$ cat src/rtl/txab_pkg.sv
package txab_pkg;
  localparam int CW = 4;
  localparam logic [CW-1:0] C_INACT = 4'b1000;
  localparam logic [CW-1:0] C_DATA  = 4'b1100;
  localparam logic [CW-1:0] C_ABORT = 4'b1001;

  function automatic logic is_cancel(input logic en, input logic [CW-1:0] code);
    return en && (code == C_ABORT);
  endfunction

  function automatic logic irq_any(input logic [63:0] flags, input logic [63:0] mask);
    return |(flags & mask);
  endfunction
endpackage

$ cat src/rtl/txab_slot.sv
module txab_slot
  import txab_pkg::*;
(
  input  logic          clk,
  input  logic          rst_n,
  input  logic          abort_en,
  input  logic          wr_hit,
  input  logic [CW-1:0] wr_code,
  input  logic          clr_hit,
  input  logic          load_hit,
  input  logic          done_hit,
  input  logic          abort_ev,
  output logic [CW-1:0] code_o,
  output logic          flag_o,
  output logic          busy_o
);
  logic [CW-1:0] code_q;
  logic flag_q, busy_q, pend_q;

  logic blocked_wr, pend_req, pend_eff;
  logic sent_fire, abort_fire, drop_fire, inact_fire, accept_wr;

  assign blocked_wr = wr_hit && busy_q;
  assign pend_req   = blocked_wr && is_cancel(abort_en, wr_code);
  assign pend_eff   = pend_q || pend_req;
  assign sent_fire  = busy_q && done_hit;
  assign abort_fire = busy_q && !done_hit && abort_ev && pend_eff;
  assign drop_fire  = busy_q && !done_hit && abort_ev && !pend_eff;
  assign accept_wr  = wr_hit && !busy_q;
  assign inact_fire = accept_wr && is_cancel(abort_en, wr_code);

  always_ff @(posedge clk) begin
    if (!rst_n) begin
      code_q <= C_INACT;
      flag_q <= 1'b0;
      busy_q <= 1'b0;
      pend_q <= 1'b0;
    end else begin
      if (sent_fire)       code_q <= C_INACT;
      else if (abort_fire) code_q <= C_ABORT;
      else if (accept_wr)  code_q <= wr_code;

      if (sent_fire || abort_fire || drop_fire) busy_q <= 1'b0;
      else if (load_hit)                         busy_q <= 1'b1;

      if (sent_fire || abort_fire || drop_fire) pend_q <= 1'b0;
      else if (pend_req)                         pend_q <= 1'b1;

      if (sent_fire || abort_fire || inact_fire) flag_q <= 1'b1;
      else if (clr_hit)                           flag_q <= 1'b0;
    end
  end

  assign code_o = code_q;
  assign flag_o = flag_q;
  assign busy_o = busy_q;

  p_pend_needs_busy_r5: assert property (@(posedge clk) disable iff (!rst_n)
    pend_q |-> busy_q);
  p_abort_result_r5: assert property (@(posedge clk) disable iff (!rst_n)
    abort_fire |=> (code_q == C_ABORT) && flag_q && !busy_q);
  p_sent_result_r6: assert property (@(posedge clk) disable iff (!rst_n)
    sent_fire |=> (code_q == C_INACT) && flag_q && !pend_q);
  p_blocked_hold_r4: assert property (@(posedge clk) disable iff (!rst_n)
    (blocked_wr && !done_hit && !abort_ev) |=> $stable(code_q) && busy_q);
  p_no_latch_r8: assert property (@(posedge clk) disable iff (!rst_n)
    (blocked_wr && !abort_en && !pend_q) |=> !pend_q);
  p_drop_keeps_r7: assert property (@(posedge clk) disable iff (!rst_n)
    drop_fire |=> $stable(code_q) && !busy_q);
endmodule

$ cat src/rtl/txab_irq.sv
module txab_irq
  import txab_pkg::*;
#(
  parameter int N = 16
) (
  input  logic [N-1:0] flags,
  input  logic [N-1:0] mask,
  output logic         irq
);
  localparam int PADW = 64;
  logic [PADW-1:0] f_pad, m_pad;

  always_comb begin
    f_pad = '0;
    m_pad = '0;
    f_pad[N-1:0] = flags;
    m_pad[N-1:0] = mask;
  end

  assign irq = irq_any(f_pad, m_pad);
endmodule

$ cat src/rtl/txab_ctrl.sv
module txab_ctrl
  import txab_pkg::*;
#(
  parameter int N  = 16,
  parameter int IW = (N > 1) ? $clog2(N) : 1
) (
  input  logic            clk,
  input  logic            rst_n,
  input  logic            abort_en,
  input  logic            wr_en,
  input  logic [IW-1:0]   wr_idx,
  input  logic [CW-1:0]   wr_code,
  input  logic [N-1:0]    flag_clr,
  input  logic [N-1:0]    irq_mask,
  input  logic [IW-1:0]   eng_idx,
  input  logic            eng_load,
  input  logic            eng_done,
  input  logic            ev_arb_lost,
  input  logic            ev_tx_err,
  input  logic            ev_freeze,
  input  logic            ev_busoff,
  input  logic            ev_overload,
  output logic [N*CW-1:0] code_o,
  output logic [N-1:0]    iflag_o,
  output logic            irq_o
);
  logic          abort_ev;
  logic [N-1:0]  busy_vec;

  assign abort_ev = ev_arb_lost | ev_tx_err | ev_freeze | ev_busoff | ev_overload;

  for (genvar i = 0; i < N; i++) begin : g_slot
    logic wr_hit, load_hit, done_hit;
    assign wr_hit   = wr_en    && (wr_idx  == IW'(i));
    assign load_hit = eng_load && (eng_idx == IW'(i));
    assign done_hit = eng_done && (eng_idx == IW'(i));

    txab_slot u_slot (
      .clk      (clk),
      .rst_n    (rst_n),
      .abort_en (abort_en),
      .wr_hit   (wr_hit),
      .wr_code  (wr_code),
      .clr_hit  (flag_clr[i]),
      .load_hit (load_hit),
      .done_hit (done_hit),
      .abort_ev (abort_ev),
      .code_o   (code_o[i*CW +: CW]),
      .flag_o   (iflag_o[i]),
      .busy_o   (busy_vec[i])
    );
  end

  txab_irq #(.N(N)) u_irq (
    .flags (iflag_o),
    .mask  (irq_mask),
    .irq   (irq_o)
  );

  p_single_busy_r11: assert property (@(posedge clk) disable iff (!rst_n)
    $onehot0(busy_vec));
  p_load_marks_r11: assert property (@(posedge clk) disable iff (!rst_n)
    (eng_load && (busy_vec == '0) && !abort_ev && !eng_done) |=> (busy_vec != '0));
endmodule

$ cat config.mk
export PLATFORM = sky130hd
export DESIGN_NAME = txab_ctrl
export DESIGN_NICKNAME = d
export VERILOG_FILES = /design/src/rtl/txab_pkg.sv /design/src/rtl/txab_slot.sv /design/src/rtl/txab_irq.sv /design/src/rtl/txab_ctrl.sv
export SDC_FILE = /design/constraint.sdc
export NUM_CORES = 1
export LEC_CHECK = 0
export BUFFER_PORTS_ARGS = -buffer_cell sky130_fd_sc_hd__buf_4
export CELL_PAD_IN_SITES_DETAIL_PLACEMENT = 0
export CELL_PAD_IN_SITES_GLOBAL_PLACEMENT = 1
export CORE_MARGIN = 2
export CORE_UTILIZATION = 30
export CTS_BUF_LIST = sky130_fd_sc_hd__clkbuf_4 sky130_fd_sc_hd__clkbuf_8
export DETAILED_ROUTE_END_ITERATION = 16
export GPL_TIMING_DRIVEN = 0
export PLACE_DENSITY = 0.71
export SLEW_MARGIN = 20
export SYNTH_ARGS = -nofsm -noshare
export SYNTH_HDL_FRONTEND = slang
export SYNTH_HIERARCHICAL = 1
export SYNTH_SLANG_ARGS = --single-unit
$ cat constraint.sdc
create_clock -name clk -period 3.5 [get_ports clk]
set_clock_uncertainty 0.2 [all_clocks]
set_input_delay 0 -clock clk [delete_from_list [all_inputs] [get_ports clk]]
set_output_delay 0 -clock clk [all_outputs]
set_load 0.01 [all_outputs]
After elaboration in Yosys (flattened, before gate mapping)
Index checks and enable logic that the tools add are counted.

Equal/unequal tests: 31. Multiplexer cells: 64. Bitwise logic cells: 6. Reductions and logical operators: 388.

Operators with widths (count): logical AND 1 bit (193); equality test 4 bit (second input constant) (17); logical OR 1 bit (64); 2-to-1 mux 1 bit (64); nonzero test 2 bit (32); OR reduction 2 bit (32); OR reduction 64 bit (1); logical NOT 1 bit (48); OR reduction 3 bit (16); equality test 4 x 3 -> 1 bit (second input constant) (8); AND 16 bit (1); equality test 4 x 2 -> 1 bit (second input constant) (4); equality test 4 x 1 -> 1 bit (second input constant) (2); logical NOT 4 bit (2); OR 1 bit (4); inverter 1 bit (1).

Register bits: 112. Input bits: 55. Output and inout port bits: 81. Logic and storage cells: 569.

Depth between registers and ports, before layout
Gate-level depths: netlist (run 1).

Word-level depth: 9. Mapped depth: 6. Gate-level depth less buffers: 5.

By module
Netlist (run 1), hierarchy kept.

By module, submodules not included: txab_slot (times used 16, cells each 37, area an instance 346.6 µm², sequential area each 140.1 µm²); txab_ctrl (times used 1, cells each 73, area an instance 347.8 µm², sequential area each 0.0 µm²); txab_irq (times used 1, cells each 9, area an instance 101.3 µm², sequential area each 0.0 µm²).

Least setup slack after synthesis (run 1)
OpenSTA, ideal clock, no wires.

Path type: input to register. From: in ev_tx_err. To: reg g_slot[0].u_slot.code_q[3]. Setup time: 122 ps. Arrival time: 1535 ps. Path slack: 1643 ps. Cell stages on the path: 5. Buffers on the path: 0. Path through: nor3_1 -> nand2_1 -> nor2_1 -> o21ai_0 -> a221o_1.

Longest elaborated chain between the ends: 7.

Ends and longest elaborated chain: start: declaration (line txab_ctrl.sv:19) `input logic ev_tx_err,`; OR 1 bit (4 in a row) (line txab_ctrl.sv:30) `assign abort_ev = ev_arb_lost | ev_tx_err | ev_freeze | ev_busoff | ev_overload;`; via abort_ev (line txab_ctrl.sv:27) `logic abort_ev;`; logical AND 1 bit (2 in a row) (line txab_slot.sv:27) `assign abort_fire = busy_q && !done_hit && abort_ev && pend_eff;`; OR reduction 3 bit (no line); end signal: assignment (line txab_slot.sv:41) `else if (accept_wr) code_q <= wr_code;`; end: declaration (line txab_slot.sv:17) `logic [CW-1:0] code_q;`.

The timed path passes the listed nets, and every way through them passes these cells. A chain may end at the register's enable or synchronous reset.

Worst setup path in the final report (run 1)
From: in eng_idx[2]. To: reg g_slot[3].u_slot.flag_q.

Longest elaborated chain between the ends: 9. Elaborated cells between the ends (all ways): 11. Those cells by class: 1 x eq/ne; 1 x mux; 9 x reduce/logical.

Ends and longest elaborated chain: start: declaration (line txab_ctrl.sv:15) `input logic [IW-1:0] eng_idx,`; equality test 4 x 2 -> 1 bit * (line txab_ctrl.sv:36) `assign done_hit = eng_done && (eng_idx == IW'(i));`; logical AND 1 bit * (line txab_ctrl.sv:36); via g_slot[3].done_hit (line txab_ctrl.sv:33) `logic wr_hit, load_hit, done_hit;`; logical NOT 1 bit (line txab_slot.sv:27); logical AND 1 bit (3 in a row) (line txab_slot.sv:27); logical OR 1 bit * (2 in a row) (line txab_slot.sv:49) `if (sent_fire || abort_fire || inact_fire) flag_q <= 1'b1;`; 2-to-1 mux 1 bit / nonzero test 2 bit (equally long branches); end signal: assignment (line txab_slot.sv:35) `flag_q <= 1'b0;`; end signal: assignment (line txab_slot.sv:49); end signal: assignment (line txab_slot.sv:50) `else if (clr_hit) flag_q <= 1'b0;`; end: declaration (line txab_slot.sv:18) `logic flag_q, busy_q, pend_q;`.

Mark *: on every way through the listed nets, which the timed path passes. The rest lies on a longest branch.

==> results of run 1 <==
worst paths after layout:
| kind | startpoint | endpoint | slack [ps] | depth (start not counted) |
|---|---|---|---|---|
| worst min register to register | g_slot[6].u_slot/code_o[2] | g_slot[6].u_slot/code_o[2] | 330 | 2 |
| worst min-delay path | wr_code[3] | g_slot[15].u_slot/code_o[3] | 40 | 2 |
| worst max register to register | g_slot[7].u_slot/busy_o | g_slot[7].u_slot/flag_o | 1680 | 5 |
| worst max-delay path | eng_idx[2] | g_slot[3].u_slot/flag_o | 1330 | 7 |
per-stage QoR:
step           setup slack, ps  area (µm²)  total power (W)
6_report                  1330        7970          0.00254
5_1_grt                   1210        7970          0.00267
4_1_cts                   1370        7970          0.00258
3_5_place_dp              1520        7360          0.00169
3_3_place_gp               708        7340          0.00168
2_1_floorplan             1640        5990          0.00151
per-layer routing:
| metal | routed length (µm) | vias up | part of all wire |
|---|---|---|---|
| met2 | 8610 | 139 | 0.47 |
| met5 | 0 | - | 0 |
| met4 | 284 | 0 | 0.015 |
| met3 | 821 | 19 | 0.045 |
| li1 | - | 2864 | - |
| met1 | 8700 | 2690 | 0.47 |
timing repair:
item / 4_1_cts / 5_1_grt
endpoints found under the hold margin: 74 / 0
setup buffers: 0 / 0
hold buffers: 40 / 0
final cells by class:
cell class              count  area (µm²)  area share
multi-input cells         511        3420       0.429
clock inverters             4        70.1     0.00879
plain buffers              35         273      0.0342
clock buffers              11         139      0.0174
inverters                  16        60.1     0.00753
well taps                 265         332      0.0416
repair buffers            176        1430       0.180
flip-flops and latches    112        2240       0.281
state kept, by name (all words and copies together), names as in the netlist:
name                  flops
g_slot.u_slot/busy_o     16
g_slot.u_slot/flag_o     16
g_slot.u_slot/code_o     64
g_slot.u_slot/pend_q     16
report_power, final:
part	total, W	switching (W)	internal [W]
clock network	0.000863	0.000449	0.000414
logic	0.000359	0.000188	0.000171
registers	0.00132	0.0000153	0.00130
total	0.00254	0.000652	0.00189
logic make-up after synthesis:
kind of cell / count (synthesis) / share of synthesized area
AO/OA/AOI/OAI: 200 / 0.233
flip-flops: 112 / 0.374
AND/OR/NAND/NOR: 247 / 0.231
buffers and inverters: 51 / 0.0555
multiplexers: 64 / 0.107
Yosys cell counts (all sizes together):
cell type	n	share of area
a31oi	32	0.033
nand2	35	0.022
nand3	3	0.0025
and4b	16	0.027
a22o	4	0.0058
clkbuf	18	0.015
a21oi	64	0.053
or2	1	0.0010
o41ai	16	0.023
a221oi	4	0.010
nor2b	80	0.083
nand2b	4	0.0042
a221o	16	0.027
nand4	1	0.0010
a21bo	16	0.027
o21ai	16	0.013
nor2	77	0.048
nand4b	16	0.023
or3b	3	0.0056
a211o	16	0.023
mux2i	64	0.11
inv	16	0.010
nand3b	6	0.0075
nor3	5	0.0050
o22ai	16	0.017
dfxtp	112	0.37
buf	17	0.031
worst max-delay path, cell delays in order:
cell,delay (ps)
dlygate4sd3_1,530
buf_4,160
or3b_4,440
nor2_1,290
o41ai_1,130
a31oi_1,190
dlygate4sd3_1,570
==> metrics.cfg, run 1 <==
[status]
outcome = complete, no violations

[placed_design]
dp.cells = 1075
portBuffers = 135
dp_hpwl_um = 12700
gp_congestion = 0.781

[setup_path]
cp.arrival_ps = 2310
worstSetupStartpointType = primary input
crit_type = in -> reg
cp-end-kind = register
cp.required_ps = 3640
path_max_fanout = 8

[global_routing]
grt_first_pass_wirelength_um = 29100
grtUsageMet3 = 0.0317
grt_pass1_vias = 5386
top_usage_layer = met2
overflow = 0
grt_max_degree = 81
groute.layer.met1.usage = 0.230
antenna_found_initial = 0
grtUsageMet2 = 0.284
grt_use_total = 0.172

[cells_and_area]
n_antenna_cell = 0
area_growth_pct = 33.0
final.fill_count = 2059
drive_gt1_frac = 0.224
fin_util = 0.408
nets = 916
final_common_cell = buf_4
final_cell_mix = buf_4, dfxtp_1, nor2b_1, nor2_1
instances_no_fill = 1130

[timing]
finalWorstPathRequiredPeriod_ps = 2170
hold_violations = 0
min_period_over_period = 0.620
rsz0062_at_grt = false
setup_viol = 0
tightest_slew_ps = 730
final_max_slew_viol_count = 0
fmax_ghz = 0.461
holdWs_ps = 37.0
slew_headroom = 0.513
fin_setup_tns_ps = 0

[routing]
wl_per_cell_um = 16.3
drt_iter0_markers = 233
routed_wl_um = 18400
postRouteAntennaNets = 0
first_pass_iters = 7
num_vias = 5712
via_per_inst = 5.05
route.detailed.drc = 0

[floorplanning]
coreArea_um2 = 19500
start_util = 0.307
die-area_um2 = 21100
die_w_um = 145
die_h_um = 145
num_io_pins = 136
placementRows = 51

[synth]
ys_seq_elements = 112
synthesis.nets = 729
syn-cell-area_um2 = 5990
synth.distinct_cells = 30
syn_avg_cell_area_um2 = 8.89
synth_warnings = 6
synthCells = 674
ys_seq_area_frac = 0.374

[cts]
cts_resized = 0
path_clk_slew_ps = 100
cts.sinks = 112
clk_latency_ps = 390
root_buffer = clkbuf_8
clockBufferDepth = 2
cts_buffers = 9
cts_tree = yes
htreeDepth = 3

[power]
power_density_nw_per_um2 = 319
power.leakage_nw = 3.15
vdd_drop_max_mv = 0.192

[flow_run]
drv_cap = 0

[hold_path]
hp-class = in -> reg

No activity file was read; power rests on OpenSTA's default activity.
==> run 2, diff against run 1 <==
--- a/config.mk
+++ b/config.mk
@@ -13,7 +13,7 @@
 export CTS_BUF_LIST = sky130_fd_sc_hd__clkbuf_4 sky130_fd_sc_hd__clkbuf_8
 export DETAILED_ROUTE_END_ITERATION = 16
 export GPL_TIMING_DRIVEN = 0
-export PLACE_DENSITY = 0.71
+export PLACE_DENSITY = 0.74
 export SLEW_MARGIN = 20
 export SYNTH_ARGS = -nofsm -noshare
 export SYNTH_HDL_FRONTEND = slang
==> constraint.sdc (replaced) <==
create_clock -name clk -period 1.9 [get_ports clk]
set_clock_uncertainty 0.2 [all_clocks]
set_input_delay 0 -clock clk [delete_from_list [all_inputs] [get_ports clk]]
set_output_delay 0 -clock clk [all_outputs]
set_load 0.01 [all_outputs]
==> run 2 against run 1 <==
  * Largest power group unchanged
  * Register-to-register slack got worse by 1600 ps
  * Final cell count increased by 0.88%
  * Via count increased by 1.8%
  * Total power increased by 84%
  * The flow now finishes with violations (hold timing)
  * Sequential power increased by 84%
  * Global-route usage increased by 0.81 points
==> metrics.cfg, run 2 (synthesized netlist as in run 1, its figures left out) <==
[setup_path]
path_max_fanout = 8  ; unchanged
cp-end-kind = register  ; unchanged
crit_type = reg -> reg  ; was in -> reg
cp_slowest_stage_delay_ps = 570  ; about the same
reg2reg_depth = 5  ; unchanged
slowest_stage = dlygate4sd3_1  ; unchanged
cp.arrival_ps = 1940  ; was 2310 ps
cp.required_ps = 1990  ; was 3640 ps
path_cells = buf_6, inv_1, o41ai_1, a31oi_1, dlygate4sd3_1  ; was dlygate4sd3_1, buf_4, or3b_4, nor2_1, o41ai_1, a31oi_1, dlygate4sd3_1
worstSetupStartpointType = register  ; was primary input

[cells_and_area]
nets = 925  ; was 916
final_common_cell = buf_4  ; unchanged
final_cell_mix = buf_4, dfxtp_1, nor2b_1, nor2_1  ; unchanged
drive_gt1_frac = 0.247  ; was 0.224
largest_reg_flops = 64  ; unchanged
design_area_um2 = 8210  ; was 7970 µm²
final.fill_count = 2005  ; was 2059
n_antenna_cell = 0  ; unchanged
fin_util = 0.421  ; was 0.408
area_growth_pct = 37.0  ; was 33.0%

[floorplanning]
start_util = 0.307  ; unchanged
placementRows = 51  ; unchanged
die-area_um2 = 21100  ; unchanged
die_w_um = 145  ; unchanged
num_io_pins = 136  ; unchanged
coreArea_um2 = 19500  ; unchanged
die_h_um = 145  ; unchanged

[timing]
slew_headroom = 0.551  ; was 0.513
worst_slack_ps = 48.6  ; was 1330 ps
setup_viol = 0  ; unchanged
final_max_slew_viol_count = 0  ; unchanged
fmax_ghz = 0.540
finalWorstPathRequiredPeriod_ps = 1850
holdWs_ps = -16.3  ; was 37.0 ps
hold_violations = 4  ; was 0
min_period_over_period = 0.974
rsz0062_at_grt = true  ; was false
tightest_slew_ps = 671  ; was 730 ps

[cts]
cts_buffers = 9  ; unchanged
path_clk_slew_ps = 120  ; was 100 ps
root_buffer = clkbuf_8  ; unchanged
cts.sinks = 112  ; unchanged
htreeDepth = 3  ; unchanged
clockBufferDepth = 2  ; unchanged
clk_latency_ps = 400  ; was 390 ps
cts_tree = yes  ; unchanged

[placed_design]
portBuffers = 135  ; unchanged
pre_cts_slack_ps = -162  ; was 1520 ps
dp_hpwl_um = 12800  ; was 12700 µm
gp_congestion = 0.770  ; was 0.781
dpl_cell_area_um2 = 7370  ; was 7360 µm²

[global_routing]
grt_pass1_vias = 5541  ; was 5386
grt_use_total = 0.180  ; was 0.172
overflow = 0  ; unchanged
grt_first_pass_wirelength_um = 30200  ; was 29100 µm
antenna_found_initial = 0  ; unchanged
grt_max_degree = 57  ; was 81

[routing]
wl_per_cell_um = 17.5  ; was 16.3 µm
num_vias = 5812  ; was 5712
via_per_inst = 5.10  ; was 5.05
routed_wl_um = 19900  ; was 18400 µm
postRouteAntennaNets = 0  ; unchanged
first_pass_iters = 5  ; was 7
drt_iter0_markers = 319  ; was 233
route.detailed.drc = 0  ; unchanged

[flow_run]
drv_cap = 0  ; unchanged

[power]
power_density_nw_per_um2 = 568  ; was 319 nW/µm²
power.leakage_nw = 3.24  ; was 3.15 nW
vdd_drop_max_mv = 0.299  ; was 0.192 mV

[status]
violations = hold timing
outcome = finished, violations left  ; was complete, no violations

[hold_path]
hp-class = in -> reg  ; unchanged
whs_path_depth = 5  ; was 2

[run 2: cell types whose count changed in the layout (fill, tap and decap cells not counted), sizes merged, moves of 2 or more]
cell / change
dlygate4sd3: +7
clkinv: -2
clkbuf: -2
clkinvlp: +4
inv: +2
[run 2: worst paths after layout]
path,startpoint,slack (ps),to
worst max-delay path,g_slot[6].u_slot/busy_o,50,g_slot[6].u_slot/flag_o
worst min-delay path,eng_idx[3],-20,g_slot[3].u_slot/busy_o
worst max register to register,g_slot[6].u_slot/busy_o,50,g_slot[6].u_slot/flag_o
worst min register to register,g_slot[13].u_slot/code_o[2],330,g_slot[13].u_slot/code_o[2]
[run 2: critical path: cells and delay by family, from the launching register on]
kind | cells | cell delay (ps)
AO/OA/AOI/OAI | 2 | 450
buffers and inverters | 3 | 740
flip-flops | 1 | 340
[run 2: routing by layer]
| metal | share of wire | GRT usage | vias up |
|---|---|---|---|
| li1 | - | - | 2891 |
| met1 | 0.44 | 0.234 | 2745 |
| met2 | 0.49 | 0.304 | 155 |
| met3 | 0.046 | 0.0298 | 21 |
| met4 | 0.017 | 0.0598 | 0 |
| met5 | 0 | 0 | - |
[run 2: per-stage QoR]
stage               total power [W]  TNS (ps)  instances  hold WS, ps
finish                      0.00467         0       1140        -16.3
global route                0.00488     -28.8       1140         5.46
CTS                         0.00470         0       1139         12.8
detailed placement          0.00310     -1400       1075          167
global placement            0.00310    -67230       1074          175
floorplan                   0.00277         0        674        -77.1
[run 2: area by class of cell]
cell class                 instances  area, µm²  area share
sequential                       112       2250       0.274
buffer                            35        273      0.0332
tap                              265        332      0.0404
inverter                          16       60.1     0.00731
timing repair buffer             184       1530       0.186
clock buffer                       9        124      0.0151
multi-input combinational        512       3570       0.435
clock inverter                     7       80.1     0.00975
[run 2: timing repair]
action | CTS | global route
gates cloned | 0 | 1
setup endpoints to repair | 1 | 19
hold buffers | 48 | 1
gates resized for setup | 4 | 23
pin swaps | 2 | 5
buffers inserted | 0 | 1
hold endpoints to repair | 76 | 2
[run 2: power by group]
part / internal (W) / total [W] / switching (W)
Sequential: 0.00240 / 0.00243 / 0.0000287
Clock: 0.000624 / 0.00153 / 0.000910
Combinational: 0.000331 / 0.000702 / 0.000371
Total: 0.00336 / 0.00467 / 0.00131
